`config.mk`:
```
export PLATFORM = sky130hd
export DESIGN_NAME = keyhold_rst_gen
export DESIGN_NICKNAME = d
export VERILOG_FILES = /design/src/rtl/keyhold_pkg.sv /design/src/rtl/keyhold_slot_match.sv /design/src/rtl/keyhold_combo.sv /design/src/rtl/keyhold_timer.sv /design/src/rtl/keyhold_rst_gen.sv
export SDC_FILE = /design/constraint.sdc
export NUM_CORES = 1
export LEC_CHECK = 0
export BUFFER_PORTS_ARGS = -buffer_cell sky130_fd_sc_hd__buf_2
export CAP_MARGIN = 20
export CORE_MARGIN = 2
export CORE_UTILIZATION = 55
export CTS_CLUSTER_DIAMETER = 40
export DETAILED_ROUTE_END_ITERATION = 8
export HOLD_SLACK_MARGIN = 0.08
export PLACE_DENSITY_LB_ADDON = 0.1
export SLEW_MARGIN = 15
export SYNTH_ARGS = -nofsm -noshare
export SYNTH_HDL_FRONTEND = slang
export SYNTH_SLANG_ARGS = --single-unit
```
`constraint.sdc`:
```
create_clock -name clk -period 3.37 [get_ports clk]
set_clock_uncertainty 0.15 [all_clocks]
set_input_delay 0.337 -clock clk [delete_from_list [all_inputs] [get_ports clk]]
set_output_delay 0.337 -clock clk [all_outputs]
set_load 0.01 [all_outputs]
```
`src/rtl/keyhold_pkg.sv`:
```
package keyhold_pkg;

  localparam int unsigned MAX_HOLD_STEPS = 8;

  function automatic int unsigned hold_target(input logic [2:0] code, input int unsigned tps);
    return (int'(code) + 1) * tps;
  endfunction

endpackage

```
`src/rtl/keyhold_slot_match.sv`:
```
module keyhold_slot_match #(
  parameter int CODE_W   = 7,
  parameter int KEY_LAST = 88
) (
  input  logic [CODE_W:0]         slot,
  input  logic [(1<<CODE_W)-1:0]  evt,
  output logic                    en,
  output logic                    sat
);
  localparam logic [CODE_W-1:0] KEY_MAX = CODE_W'(KEY_LAST);

  logic [CODE_W-1:0] code;
  logic              level;
  logic              is_key;
  logic              bit_now;

  always_comb begin
    code    = slot[CODE_W-1:0];
    level   = slot[CODE_W];
    en      = (code != '0);
    is_key  = (code <= KEY_MAX);
    bit_now = evt[code];
    if (!en)
      sat = 1'b0;
    else if (is_key)
      sat = level & bit_now;
    else
      sat = (bit_now == level);
  end
endmodule

```
`src/rtl/keyhold_combo.sv`:
```
module keyhold_combo #(
  parameter int NSLOT    = 3,
  parameter int CODE_W   = 7,
  parameter int KEY_LAST = 88
) (
  input  logic [NSLOT*(CODE_W+1)-1:0] slots,
  input  logic [(1<<CODE_W)-1:0]      evt,
  output logic                        any_en,
  output logic                        cond
);
  localparam int SLOT_W = CODE_W + 1;

  logic [NSLOT-1:0] en_v;
  logic [NSLOT-1:0] sat_v;

  for (genvar k = 0; k < NSLOT; k++) begin : g_slot
    keyhold_slot_match #(.CODE_W(CODE_W), .KEY_LAST(KEY_LAST)) u_match (
      .slot (slots[k*SLOT_W +: SLOT_W]),
      .evt  (evt),
      .en   (en_v[k]),
      .sat  (sat_v[k])
    );
  end

  always_comb begin
    any_en = |en_v;
    cond   = any_en & (&(sat_v | ~en_v));
  end
endmodule

```
`src/rtl/keyhold_timer.sv`:
```
module keyhold_timer #(
  parameter int TPS   = 500,
  parameter int CNT_W = 12
) (
  input  logic       clk,
  input  logic       rst_n,
  input  logic       tick,
  input  logic       cond,
  input  logic [2:0] hold_code,
  output logic       active
);
  import keyhold_pkg::*;

  logic [CNT_W-1:0] cnt;
  logic [CNT_W-1:0] target;
  logic [CNT_W-1:0] cnt_nx;

  always_comb begin
    target = CNT_W'(hold_target(hold_code, TPS));
    cnt_nx = cnt + CNT_W'(1);
  end

  always_ff @(posedge clk or negedge rst_n) begin
    if (!rst_n) begin
      cnt    <= '0;
      active <= 1'b0;
    end else if (!cond) begin
      cnt    <= '0;
      active <= 1'b0;
    end else if (!active) begin
      if (hold_code == 3'd0) begin
        active <= 1'b1;
      end else if (tick) begin
        cnt <= cnt_nx;
        if (cnt_nx >= target) active <= 1'b1;
      end
    end
  end

  AST_BREAK_DROPS: assert property (@(posedge clk) disable iff (!rst_n)
    !cond |=> !active);
  AST_RISE_NEEDS_COND: assert property (@(posedge clk) disable iff (!rst_n)
    $rose(active) |-> $past(cond));
  AST_TIMED_RISE_ON_TICK: assert property (@(posedge clk) disable iff (!rst_n)
    ($rose(active) && $past(hold_code) != 3'd0) |-> $past(tick));
  AST_CNT_BOUNDED: assert property (@(posedge clk) disable iff (!rst_n)
    cnt <= CNT_W'(MAX_HOLD_STEPS * TPS));
endmodule

```
`src/rtl/keyhold_rst_gen.sv`:
```
module keyhold_rst_gen #(
  parameter int CODE_W         = 7,
  parameter int KEY_LAST       = 88,
  parameter int SLOTS_A        = 3,
  parameter int SLOTS_B        = 2,
  parameter int TICKS_PER_STEP = 500
) (
  input  logic                          clk,
  input  logic                          rst_n,
  input  logic                          tick,
  input  logic [(1<<CODE_W)-1:0]        evt_state,
  input  logic [SLOTS_A*(CODE_W+1)-1:0] slots_a,
  input  logic [SLOTS_B*(CODE_W+1)-1:0] slots_b,
  input  logic [2:0]                    hold_code,
  input  logic                          pol_a,
  input  logic                          pol_b,
  input  logic                          pass_en,
  input  logic                          ext_rst,
  output logic                          rst_a_o,
  output logic                          rst_b_o
);
  localparam int CNT_W = $clog2(keyhold_pkg::MAX_HOLD_STEPS * TICKS_PER_STEP + 1);

  logic en_any_a, cond_a, act_a;
  logic en_any_b, cond_b, act_b;
  logic lvl_a;

  keyhold_combo #(.NSLOT(SLOTS_A), .CODE_W(CODE_W), .KEY_LAST(KEY_LAST)) u_combo_a (
    .slots (slots_a), .evt (evt_state), .any_en (en_any_a), .cond (cond_a)
  );
  keyhold_timer #(.TPS(TICKS_PER_STEP), .CNT_W(CNT_W)) u_timer_a (
    .clk (clk), .rst_n (rst_n), .tick (tick), .cond (cond_a),
    .hold_code (hold_code), .active (act_a)
  );

  keyhold_combo #(.NSLOT(SLOTS_B), .CODE_W(CODE_W), .KEY_LAST(KEY_LAST)) u_combo_b (
    .slots (slots_b), .evt (evt_state), .any_en (en_any_b), .cond (cond_b)
  );
  keyhold_timer #(.TPS(TICKS_PER_STEP), .CNT_W(CNT_W)) u_timer_b (
    .clk (clk), .rst_n (rst_n), .tick (tick), .cond (cond_b),
    .hold_code (hold_code), .active (act_b)
  );

  always_comb begin
    lvl_a   = act_a | (pass_en & ext_rst);
    rst_a_o = pol_a ? lvl_a : ~lvl_a;
    rst_b_o = pol_b ? act_b : ~act_b;
  end

  AST_A_PASSTHRU: assert property (@(posedge clk) disable iff (!rst_n)
    (pass_en && ext_rst) |-> (rst_a_o == pol_a));
  AST_B_NO_PASSTHRU: assert property (@(posedge clk) disable iff (!rst_n)
    !act_b |-> (rst_b_o == !pol_b));
  AST_EMPTY_A_IDLE: assert property (@(posedge clk) disable iff (!rst_n)
    !en_any_a |=> !act_a);
  AST_EMPTY_B_IDLE: assert property (@(posedge clk) disable iff (!rst_n)
    !en_any_b |=> !act_b);
endmodule

```
Yosys cells after proc, flatten, opt, wreduce, memory -nomap -nowiden --
Cells that the tools add are included.
Operators by class: $add $sub $neg 3, $mul 1, $lt $le $gt $ge 12, eq/ne operators 11, muxes and demuxes 40, bitwise operators 15, reduce and logical (&&, ||, !) cells 12
Operators with widths (number):
- 2-to-1 mux 12 bit | 8
- < comparator 7 x 8 -> 1 bit, second input constant | 5
- binary-select mux 1 bit (select 7 bit) | 5
- <= comparator 7 bit, second input constant | 5
- nonzero test 7 bit | 5
- multiplier 32 x 7 -> 10 bit, second input constant | 1
- 2-to-1 mux 1 bit | 27
- adder 12 x 1 -> 12 bit, second input constant | 2
- greater-or-equal comparator 12 bit | 2
- inequality test 2 bit, second input constant | 6
- AND reduction 3 bit | 3
- AND 1 bit | 8
- == test 1 bit | 5
- adder 3 x 1 -> 4 bit, second input constant | 1
- logical NOT 3 bit | 1
- inverter 3 bit | 1
- OR 3 bit | 1
- OR reduction 3 bit | 1
- inverter 1 bit | 2
- inverter 2 bit | 1
- OR 2 bit | 1
- AND reduction 2 bit | 1
- OR reduction 2 bit | 1
- OR 1 bit | 1
Storage, ports and cells: register bits 26, input port bits 178, output and inout bits 2, word-level logic and storage cells 98

Logic depth before layout (Yosys ltp) --
Gate-level depths: netlist (run 1).
depth after elaboration 10, mapped depth 17, gate-level depth less buffers 17

By module --
A second synthesis (run 1) with hierarchy kept.
Unflattened totals: cell total of the unflattened synthesis 934, area total of the unflattened synthesis 9322.7 um2
Modules (own cells, without submodules):
- keyhold_slot_match at u_combo_a.g_slot[0].u_match ... | instances 4, cells each 120, area an instance 1221.2 um2, sequential area each 0.0 um2
- keyhold_timer | instances 2, cells each 169, area an instance 1555.2 um2, sequential area each 325.3 um2
- keyhold_slot_match at u_combo_b.g_slot[1].u_match | instances 1, cells each 104, area an instance 1236.2 um2, sequential area each 0.0 um2
- keyhold_combo at u_combo_a | instances 1, cells each 5, area an instance 38.8 um2, sequential area each 0.0 um2
- keyhold_combo at u_combo_b | instances 1, cells each 4, area an instance 26.3 um2, sequential area each 0.0 um2
- keyhold_rst_gen | instances 1, cells each 3, area an instance 26.3 um2, sequential area each 0.0 um2

Worst setup path before layout (run 1) --
Ideal clock, no wire load.
path kind input-to-reg, start point input port hold_code[0], end point register u_timer_a.active, library setup time 0.130 ns, arrival 3.884 ns, data required time 3.090 ns, slack -0.795 ns, stages 16, path buffers 0, path through ha_1 -> xor2_1 -> inv_1 -> fa_1 -> inv_1 -> fa_1 -> inv_1 -> ha_1 -> a21o_1 -> a21oi_1 -> xnor2_1 -> ha_1 -> a21o_1 -> a221o_1 -> a211oi_1 -> a211oi_1
Between the ends: word-level cells in the longest chain between the ends 8, elaborated cells between the ends (all ways) 9, classes of those cells 1 x add/sub; 1 x mul; 1 x order compare; 5 x mux; 1 x reduce/logical
RTL lines:
- start: declaration | RTL line keyhold_rst_gen.sv:14 | input logic [2:0] hold_code,
- adder 3 x 1 -> 4 bit | RTL line keyhold_pkg.sv:6 | return (int'(code) + 1) * tps;
- multiplier 32 x 7 -> 10 bit | RTL line keyhold_pkg.sv:6
- greater-or-equal comparator 12 bit | RTL line keyhold_timer.sv:35 | if (cnt_nx >= target) active <= 1'b1;
- 2-to-1 mux 1 bit | RTL line keyhold_timer.sv:35
- 2-to-1 mux 1 bit | RTL line keyhold_timer.sv:33 | end else if (tick) begin
- 2-to-1 mux 1 bit * | RTL line keyhold_timer.sv:31 | if (hold_code == 3'd0) begin
- 2-to-1 mux 1 bit * | RTL line keyhold_timer.sv:30 | end else if (!active) begin
- 2-to-1 mux 1 bit * | RTL line keyhold_timer.sv:27 | end else if (!cond) begin
- end signal: assignment | RTL line keyhold_timer.sv:29 | active <= 1'b0;
- end signal: assignment | RTL line keyhold_timer.sv:32 | active <= 1'b1;
- end signal: assignment | RTL line keyhold_timer.sv:35
- end: declaration | RTL line keyhold_timer.sv:10 | output logic active
Every way passes the cells marked *; elsewhere a longest branch is shown, timed or not. A chain may end at the register's enable or synchronous reset.

Final worst setup path (run 1) --
start point input port hold_code[2], end point register u_timer_a.active
Same word-level chain as after synthesis.

==> out/metrics.cfg, run 1 <==
[detailed_routing]
viasPerCell=7.09
initialDrtViolationCount=725
ant_nets=0
drc=0
finalWirelength_um=28600
wl_per_cell_um=25.1
dr.pass1.iters=5
vias=8074

[clock_tree]
cts_tree=done
htreeDepth=1
cts_buffer_depth=2
cts-root-buf=clkbuf_16
clk_latency_ps=270
clkTransAtPathRegs_ps=70
numCtsBuffers=3
cts_sinks=26

[finish]
stdcell_area_sq_mm=0.0107
final_cell_mix=mux4_2, buf_2, buf_4, nor2_1, nand2_1
nets=1182
drive_above_1_share_pct=58.8
syn_to_final_growth_pct=33.0
diodes=0
nFillCells=1003
final_common_cell=mux4_2
final_util_pct=74.4

[critical_path]
slowest_stage=fa_1
required_ps=3370
rr_worst_depth=11
cpPeakStageDelay_ps=590
cp_max_fo=4
cp_data_arrival_time_ps=3800
critical_path_class=in2reg
startpoint_type=input port
worstSetupPathDepth=16
cp_cell_sequence=clkbuf_4, and3_4, inv_1, fa_1, inv_2, fa_1, inv_2, ha_4, a21o_1, a21oi_2, xnor2_2, ha_1, and3_1, a221o_1, a211oi_2, a211oi_1
critPathCaptureType=flop
crit_family=adder cells
crit_buf_inv=4

[grt]
grt_pass1_vias=8278
antenna_found_initial=0
grt_pass1_wl_um=44600
grt-ovfl-total=0
track_usage_pct=36.2
grt_max_degree=27

[place]
gp_congestion=1.06
portBuffers=179
dp_hpwl_um=22600
place_area_sq_mm=0.0102

[die]
die_h_um=125
start_util_pct=55.9
die_area_sq_mm=0.0156
coreArea_sq_mm=0.0144
rows=44
die_w_um=125
ios=180

[yosys]
synthArstFlopShare_pct=100
syn_area_per_cell_sq_um=11.8
syn-instance-count=681
netlist_area_sq_mm=0.00807
ys_warn_count=0
synth-edff-count=0
synth.distinct_cells=59
seq_area_frac_synth_pct=8.07
synth_fp_nets=907
synth_ff_type=dfrtp_1
ys_ff_latch=26

[status]
violations=setup timing
status=finished with violations

[timing]
min_period_over_period_pct=113
grt_setup_unrepaired=yes
setup_viol=2
slew_violations=0
layout_min_cycle_time_ps=3800
max_clock_freq_mhz=263
tightest_slew_ps=651
fin_ws_ps=-425
hold_viol_final=0
maxSlewHeadroom_pct=56.6

[power_and_ir_drop]
power_density_mw_per_mm2=219
ir_worst_vdd_v=0.000182
p_leak_uw=0.00453

[hold_path]
min_path_type=in2reg
hold_depth=3

[run]
drv_cap=0

[report_power, final]
part	switching [uW]	total, uW	internal, uW	leakage, uW
sequential	1.91	315	313	0.000363
clock	120	278	158	0.0000370
combinational	802	1760	953	0.00413
total	924	2350	1420	0.00453
[cell families (layout without fill, tap and decap cells)]
logic type	count (synthesis)	count (layout)	synth area share, %
xor gates and xnor gates	50	50	5.43
AOI/OAI and AO/OA	77	77	6.81
muxes	222	222	56.6
DFF	26	26	8.07
and+or+nand+nor	167	168	10.1
adders and majority gates	48	48	8.10
buffers and inverters	91	363	4.93
[Yosys cell counts, types with 16 or more instances]
cell,n,area [sq um]
mux2i_1,35,350
clkbuf_1,26,97.6
dfrtp_1,26,651
mux4_2,174,3920
nand2_1,39,146
ha_1,41,513
buf_2,21,105
xor2_1,26,228
xnor2_1,24,210
inv_1,29,109
nand3_1,16,80.1
nor2_1,48,180
[stage by stage]
stage / std cells / power, uW / setup TNS (ps) / worst slack, ps / hold WS [ps]
after floorplan: 681 / 1230 / -894 / -543 / -109
after global placement: 1120 / 1800 / -9490 / -745 / 226
after detailed placement: 1120 / 1860 / -10750 / -888 / 248
after CTS: 1130 / 2220 / -641 / -461 / 261
after global routing: 1138 / 2460 / -1080 / -611 / 285
final: 1138 / 2350 / -687 / -425 / 272
[repair_timing]
item / 4_1_cts / 5_1_grt
endpoints found under the setup margin: 15 / 26
buffers inserted: 5 / 6
hold buffers: 1 / 0
gates cloned: 2 / 2
gates resized for setup: 27 / 37
pin swaps: 23 / 21
hold endpoints to repair: 26 / 0
[cell type report]
| type | count | area (sq um) | share of cell area (%) |
|---|---|---|---|
| inverters | 30 | 116 | 1.08 |
| flip-flops and latches | 26 | 651 | 6.06 |
| multi-input cells | 565 | 7260 | 67.6 |
| clock buffers | 3 | 75.1 | 0.700 |
| repair buffers | 330 | 2400 | 22.4 |
| well taps | 184 | 230 | 2.15 |
[flip-flops by register name (all words and copies together), names as in the netlist]
signal and count:
u_timer_b.active 1, u_timer_a.cnt 12, u_timer_a.active 1, u_timer_b.cnt 12
[layer usage]
layer,part of all wire [%],track usage (%),vias up,wire length (um)
li1,-,-,3371,-
met1,35,45.5,3960,9870
met2,51,62.6,607,14500
met3,9.2,4.24,136,2620
met4,5.7,18.0,0,1630
met5,0,0,-,0
[final timing paths]
path	start	endpoint	slack, ps
min reg2reg	u_timer_a.cnt[10]	u_timer_a.cnt[10]	420
max in group asynchronous	rst_n	u_timer_b.cnt[1]	2170
min	tick	u_timer_b.active	270
max	hold_code[2]	u_timer_a.active	-430
min in group asynchronous	rst_n	u_timer_a.cnt[3]	470
max reg2reg	u_timer_b.cnt[0]	u_timer_b.active	510
[worst register-to-register path, delay by kind of cell, from the launching register on]
family	cells	cell delay, ps
adders and majority gates	1	280
xor gates and xnor gates	1	350
AOI/OAI and AO/OA	4	500
DFF	1	420
and+or+nand+nor	5	1060
Note: power is estimated with default switching activity, not from simulation.
==> run 2, diff against run 1 <==
Settings changed: SKIP_CTS_REPAIR_TIMING set to 1, SKIP_LAST_GASP set to 1.
==> run 2 against run 1 <==
Against the previous run:
- the flow still finishes with violations (setup timing)
- routed wire length decreased by 0.49%
- worst setup slack worse by 75 ps
- critical path depth rose by 1
- combinational power is 3% lower
- die area unchanged
- worst hold slack worse by 7.3 ps
- clock-buffer cell count is the same
- sequential share of layout area about the same
==> out/metrics.cfg, run 2 (synthesis gave the netlist of run 1 again) <==
[critical_path]
critPathCaptureType=flop
critical_path_class=in2reg
rr_worst_depth=10
reg2reg_to=u_timer_a.active
cp_data_arrival_time_ps=3870
reg2reg_from=u_timer_a.cnt[0]
required_ps=3370
startpoint_type=input port
r2r_slack_ps=470
cp_max_fo=4

[hold_path]
hold_end=u_timer_b.active
min-delay-start=tick
hold_depth=3
min_path_type=in2reg

[finish]
final_common_cell=mux4_2
diodes=0
nFillCells=1007
final_util_pct=74.1
drive_above_1_share_pct=58.7
nets=1180
largestRegisters=u_timer_a.cnt x12, u_timer_b.cnt x12
final_cell_mix=mux4_2, buf_2, buf_4, nor2_1, nand2_1
final_cells=1136
syn_to_final_growth_pct=32.6

[timing]
grt_setup_unrepaired=yes
maxSlewHeadroom_pct=56.1
tightest_slew_ps=658
hold_slack_ps=265
max_clock_freq_mhz=258
layout_min_cycle_time_ps=3870
fin_ws_ps=-500
hold_viol_final=0
min_period_over_period_pct=115
slew_violations=0
setup_viol=2

[clock_tree]
cts_buffer_depth=2
cts_tree=done
cts-root-buf=clkbuf_16
clkTransAtPathRegs_ps=70
clk_latency_ps=270
cts_sinks=26
htreeDepth=1
numCtsBuffers=3

[detailed_routing]
ant_nets=0
wl_per_cell_um=25.0
dr.pass1.iters=5
vias=8015
initialDrtViolationCount=710
drc=0
finalWirelength_um=28400
viasPerCell=7.06

[grt]
grt-ovfl-total=0
grt_pass1_wl_um=43700
antenna_found_initial=0
use_met1_pct=44.1
busiest_layer=met2
grt_max_degree=27
grtUsageMet2_pct=61.5
use_met3_pct=4.19
track_usage_pct=35.5
grt_pass1_vias=8230

[place]
post-place-ws_ps=-888
gp_congestion=1.06
dp_hpwl_um=22600
dp.cells=1120
portBuffers=179

[die]
ios=180
die_area_sq_mm=0.0156
die_h_um=125
rows=44
die_w_um=125
start_util_pct=55.9
coreArea_sq_mm=0.0144

[status]
violations=setup timing
status=finished with violations

[power_and_ir_drop]
total_power_uw=2310
ir_worst_vdd_v=0.000186
p_leak_uw=0.00452
power_density_mw_per_mm2=216

[run]
drv_cap=0

run 2: cell count changes in the layout (fill, tap and decap cells not counted), moves of 2 or more:
| cell | delta |
|---|---|
| clkbuf_16 | +2 |
| ha_4 | -2 |
| buf_6 | -2 |
| ha_1 | +2 |
run 2: per-stage QoR:
stage | cell area (sq um) | TNS (ps)
after floorplan | 8220 | -894
after global placement | 10200 | -9490
after detailed placement | 10200 | -10750
after CTS | 10300 | -3570
after global routing | 10700 | -1210
final | 10700 | -730
run 2: worst max path at each step:
stage	slack, ps	cells past startpoint	start	endpoint
finish	-500	17	hold_code[0]	u_timer_a.active
global route	-690	17	hold_code[0]	u_timer_a.active
CTS	-610	17	hold_code[0]	u_timer_a.active
detailed placement	-890	17	hold_code[0]	u_timer_a.active
global placement	-750	17	hold_code[0]	u_timer_a.active
floorplan	-540	15	hold_code[0]	u_timer_a.active
run 2: report_power, final:
part | total, uW | internal (uW) | switching [uW]
logic | 1710 | 925 | 789
clock network | 279 | 158 | 121
registers | 315 | 313 | 1.95
total | 2310 | 1400 | 912
run 2: cell type report:
| type | count | area, sq um | share of cell area [%] |
|---|---|---|---|
| Tap cell | 184 | 230 | 2.15 |
| Multi-Input combinational cell | 565 | 7230 | 67.7 |
| Inverter | 30 | 116 | 1.09 |
| Timing Repair Buffer | 328 | 2380 | 22.3 |
| Clock buffer | 3 | 75.1 | 0.702 |
| Sequential cell | 26 | 651 | 6.09 |
run 2: worst max-delay path: stages:
cell	delay (ps)
buf_8	110
ha_4	170
xor2_4	150
inv_2	60
fa_1	560
inv_2	60
fa_1	500
inv_2	50
ha_4	220
a21o_1	180
a21oi_2	160
xnor2_2	140
ha_1	270
a21o_1	160
a221o_1	370
a211oi_2	270
a211oi_2	90
run 2: layer usage:
| metal | part of all wire (%) | vias up |
|---|---|---|
| met5 | 0 | - |
| met4 | 5.7 | 0 |
| met3 | 8.7 | 131 |
| met2 | 51 | 544 |
| met1 | 35 | 3979 |
| li1 | - | 3361 |
==> run 3, diff against run 2 <==
Settings changed: CORE_UTILIZATION 55 to 40.
Clock period 3.37 ns to 4.33 ns, I/O delays scaled along.
==> run 3 against run 2 <==
Against the previous run:
- the flow now finishes without violations
- register-to-register slack better by 980 ps
- first-iteration DRC count decreased by 13%
- worst hold slack improved by 87 ps
==> out/metrics.cfg, run 3 (synthesis gave the netlist of run 1 again) <==
[status]
status=finished, final reports clean

[place]
gp_congestion=0.899
portBuffers=179
dp_hpwl_um=22600

[grt]
track_usage_pct=26.3
busiest_layer=met2
grt_pass1_vias=7448
grtUsageMet2_pct=44.6
use_met3_pct=4.73
grt_max_degree=28
grt-ovfl-total=0
grt_pass1_wl_um=43400
antenna_found_initial=6
use_met1_pct=34.8

[detailed_routing]
vias=7206
initialDrtViolationCount=616
dr.pass1.iters=5
ant_nets=0
finalWirelength_um=27900
wl_per_cell_um=25.1
viasPerCell=6.49
drc=0

[timing]
slew_violations=0
setup_viol=0
layout_min_cycle_time_ps=4130
grt_setup_unrepaired=no
setup_tns_ps=0
maxSlewHeadroom_pct=45.5
hold_slack_ps=352
max_clock_freq_mhz=242
min_period_over_period_pct=95.3
hold_viol_final=0
tightest_slew_ps=818

[finish]
syn_to_final_growth_pct=17.5
largestRegisters=u_timer_a.cnt x12, u_timer_b.cnt x12
final_cell_mix=buf_2, mux4_2, nor2_1, ha_1, nand2_1
final_common_cell=buf_2
nFillCells=1859
multi_input_area_sq_mm=0.00704
ff_latch_area_sq_um=651
final_util_pct=48.2
drive_above_1_share_pct=48.2
nets=1067

[clock_tree]
numCtsBuffers=3
clkTransAtPathRegs_ps=70
cts-root-buf=clkbuf_16
cts_buffer_depth=2
htreeDepth=1
cts_sinks=26
clk_latency_ps=260
cts_tree=done

[hold_path]
min_path_type=in2reg
min-delay-start=tick

[die]
die_h_um=146
rows=51
die_area_sq_mm=0.0213
die_w_um=146
ios=180
start_util_pct=41.0
coreArea_sq_mm=0.0197

[critical_path]
critPathCaptureType=flop
slowest_stage=fa_1
cpMostUsedCell=inv_1
cp_max_fo=4
required_ps=4300
critical_path_class=in2reg
startpoint_type=input port
r2r_slack_ps=1450
cp_cell_sequence=buf_2, ha_2, xor2_2, inv_1, fa_1, inv_1, fa_1, inv_1, ha_1, a21o_1, a21oi_2, xnor2_1, ha_1, a21o_1, a221o_1, a211oi_2, a211oi_1
reg2reg_from=u_timer_a.cnt[0]
crit_start=hold_code[0]
cpPeakStageDelay_ps=530
cp_data_arrival_time_ps=4100

[run]
drv_cap=0

[power_and_ir_drop]
p_leak_uw=0.00389
ir_worst_vdd_v=0.000132
total_power_uw=1540
power_density_mw_per_mm2=163

==> run 3: critical path: cells and delay by family <==
kind | cells | cell delay (ps)
adders and majority gates | 5 | 1830
xor gates and xnor gates | 2 | 340
buffers and inverters | 4 | 340
AOI/OAI and AO/OA | 6 | 1160
==> run 3: metrics by stage <==
step | std cells | cell area, sq um | setup slack (ps)
final | 1110 | 9480 | 204
after global routing | 1108 | 9470 | 26.0
after global placement | 1099 | 9350 | -51.0
after detailed placement | 1099 | 9350 | -136
after CTS | 1102 | 9420 | 133
after floorplan | 681 | 8070 | 69.5
==> run 3: layer usage <==
layer,wire length [um],share of wire (%)
met1,11000,39
met2,14000,50
met3,2260,8.1
met4,609,2.2
met5,7,0.025
==> run 3: worst paths after layout <==
path,end,cells past startpoint
max,u_timer_a.active,17
min,u_timer_b.active,3
max reg2reg,u_timer_a.active,10
min reg2reg,u_timer_a.cnt[10],2
max in group asynchronous,u_timer_b.active,2
min in group asynchronous,u_timer_a.cnt[3],2
==> run 3: power breakdown <==
group	switching, uW	total (uW)	internal [uW]
Combinational	527	1090	559
Clock	87.0	210	123
Sequential	1.54	245	244
Total	615	1540	926
==> run 3: cell type report <==
class | instances | share of cell area, %
Multi-Input combinational cell | 564 | 74.3
Timing Repair Buffer | 216 | 13.2
Sequential cell | 26 | 6.87
Tap cell | 265 | 3.50
Inverter | 30 | 1.19
Clock buffer | 3 | 0.792
Antenna cell | 6 | 0.158
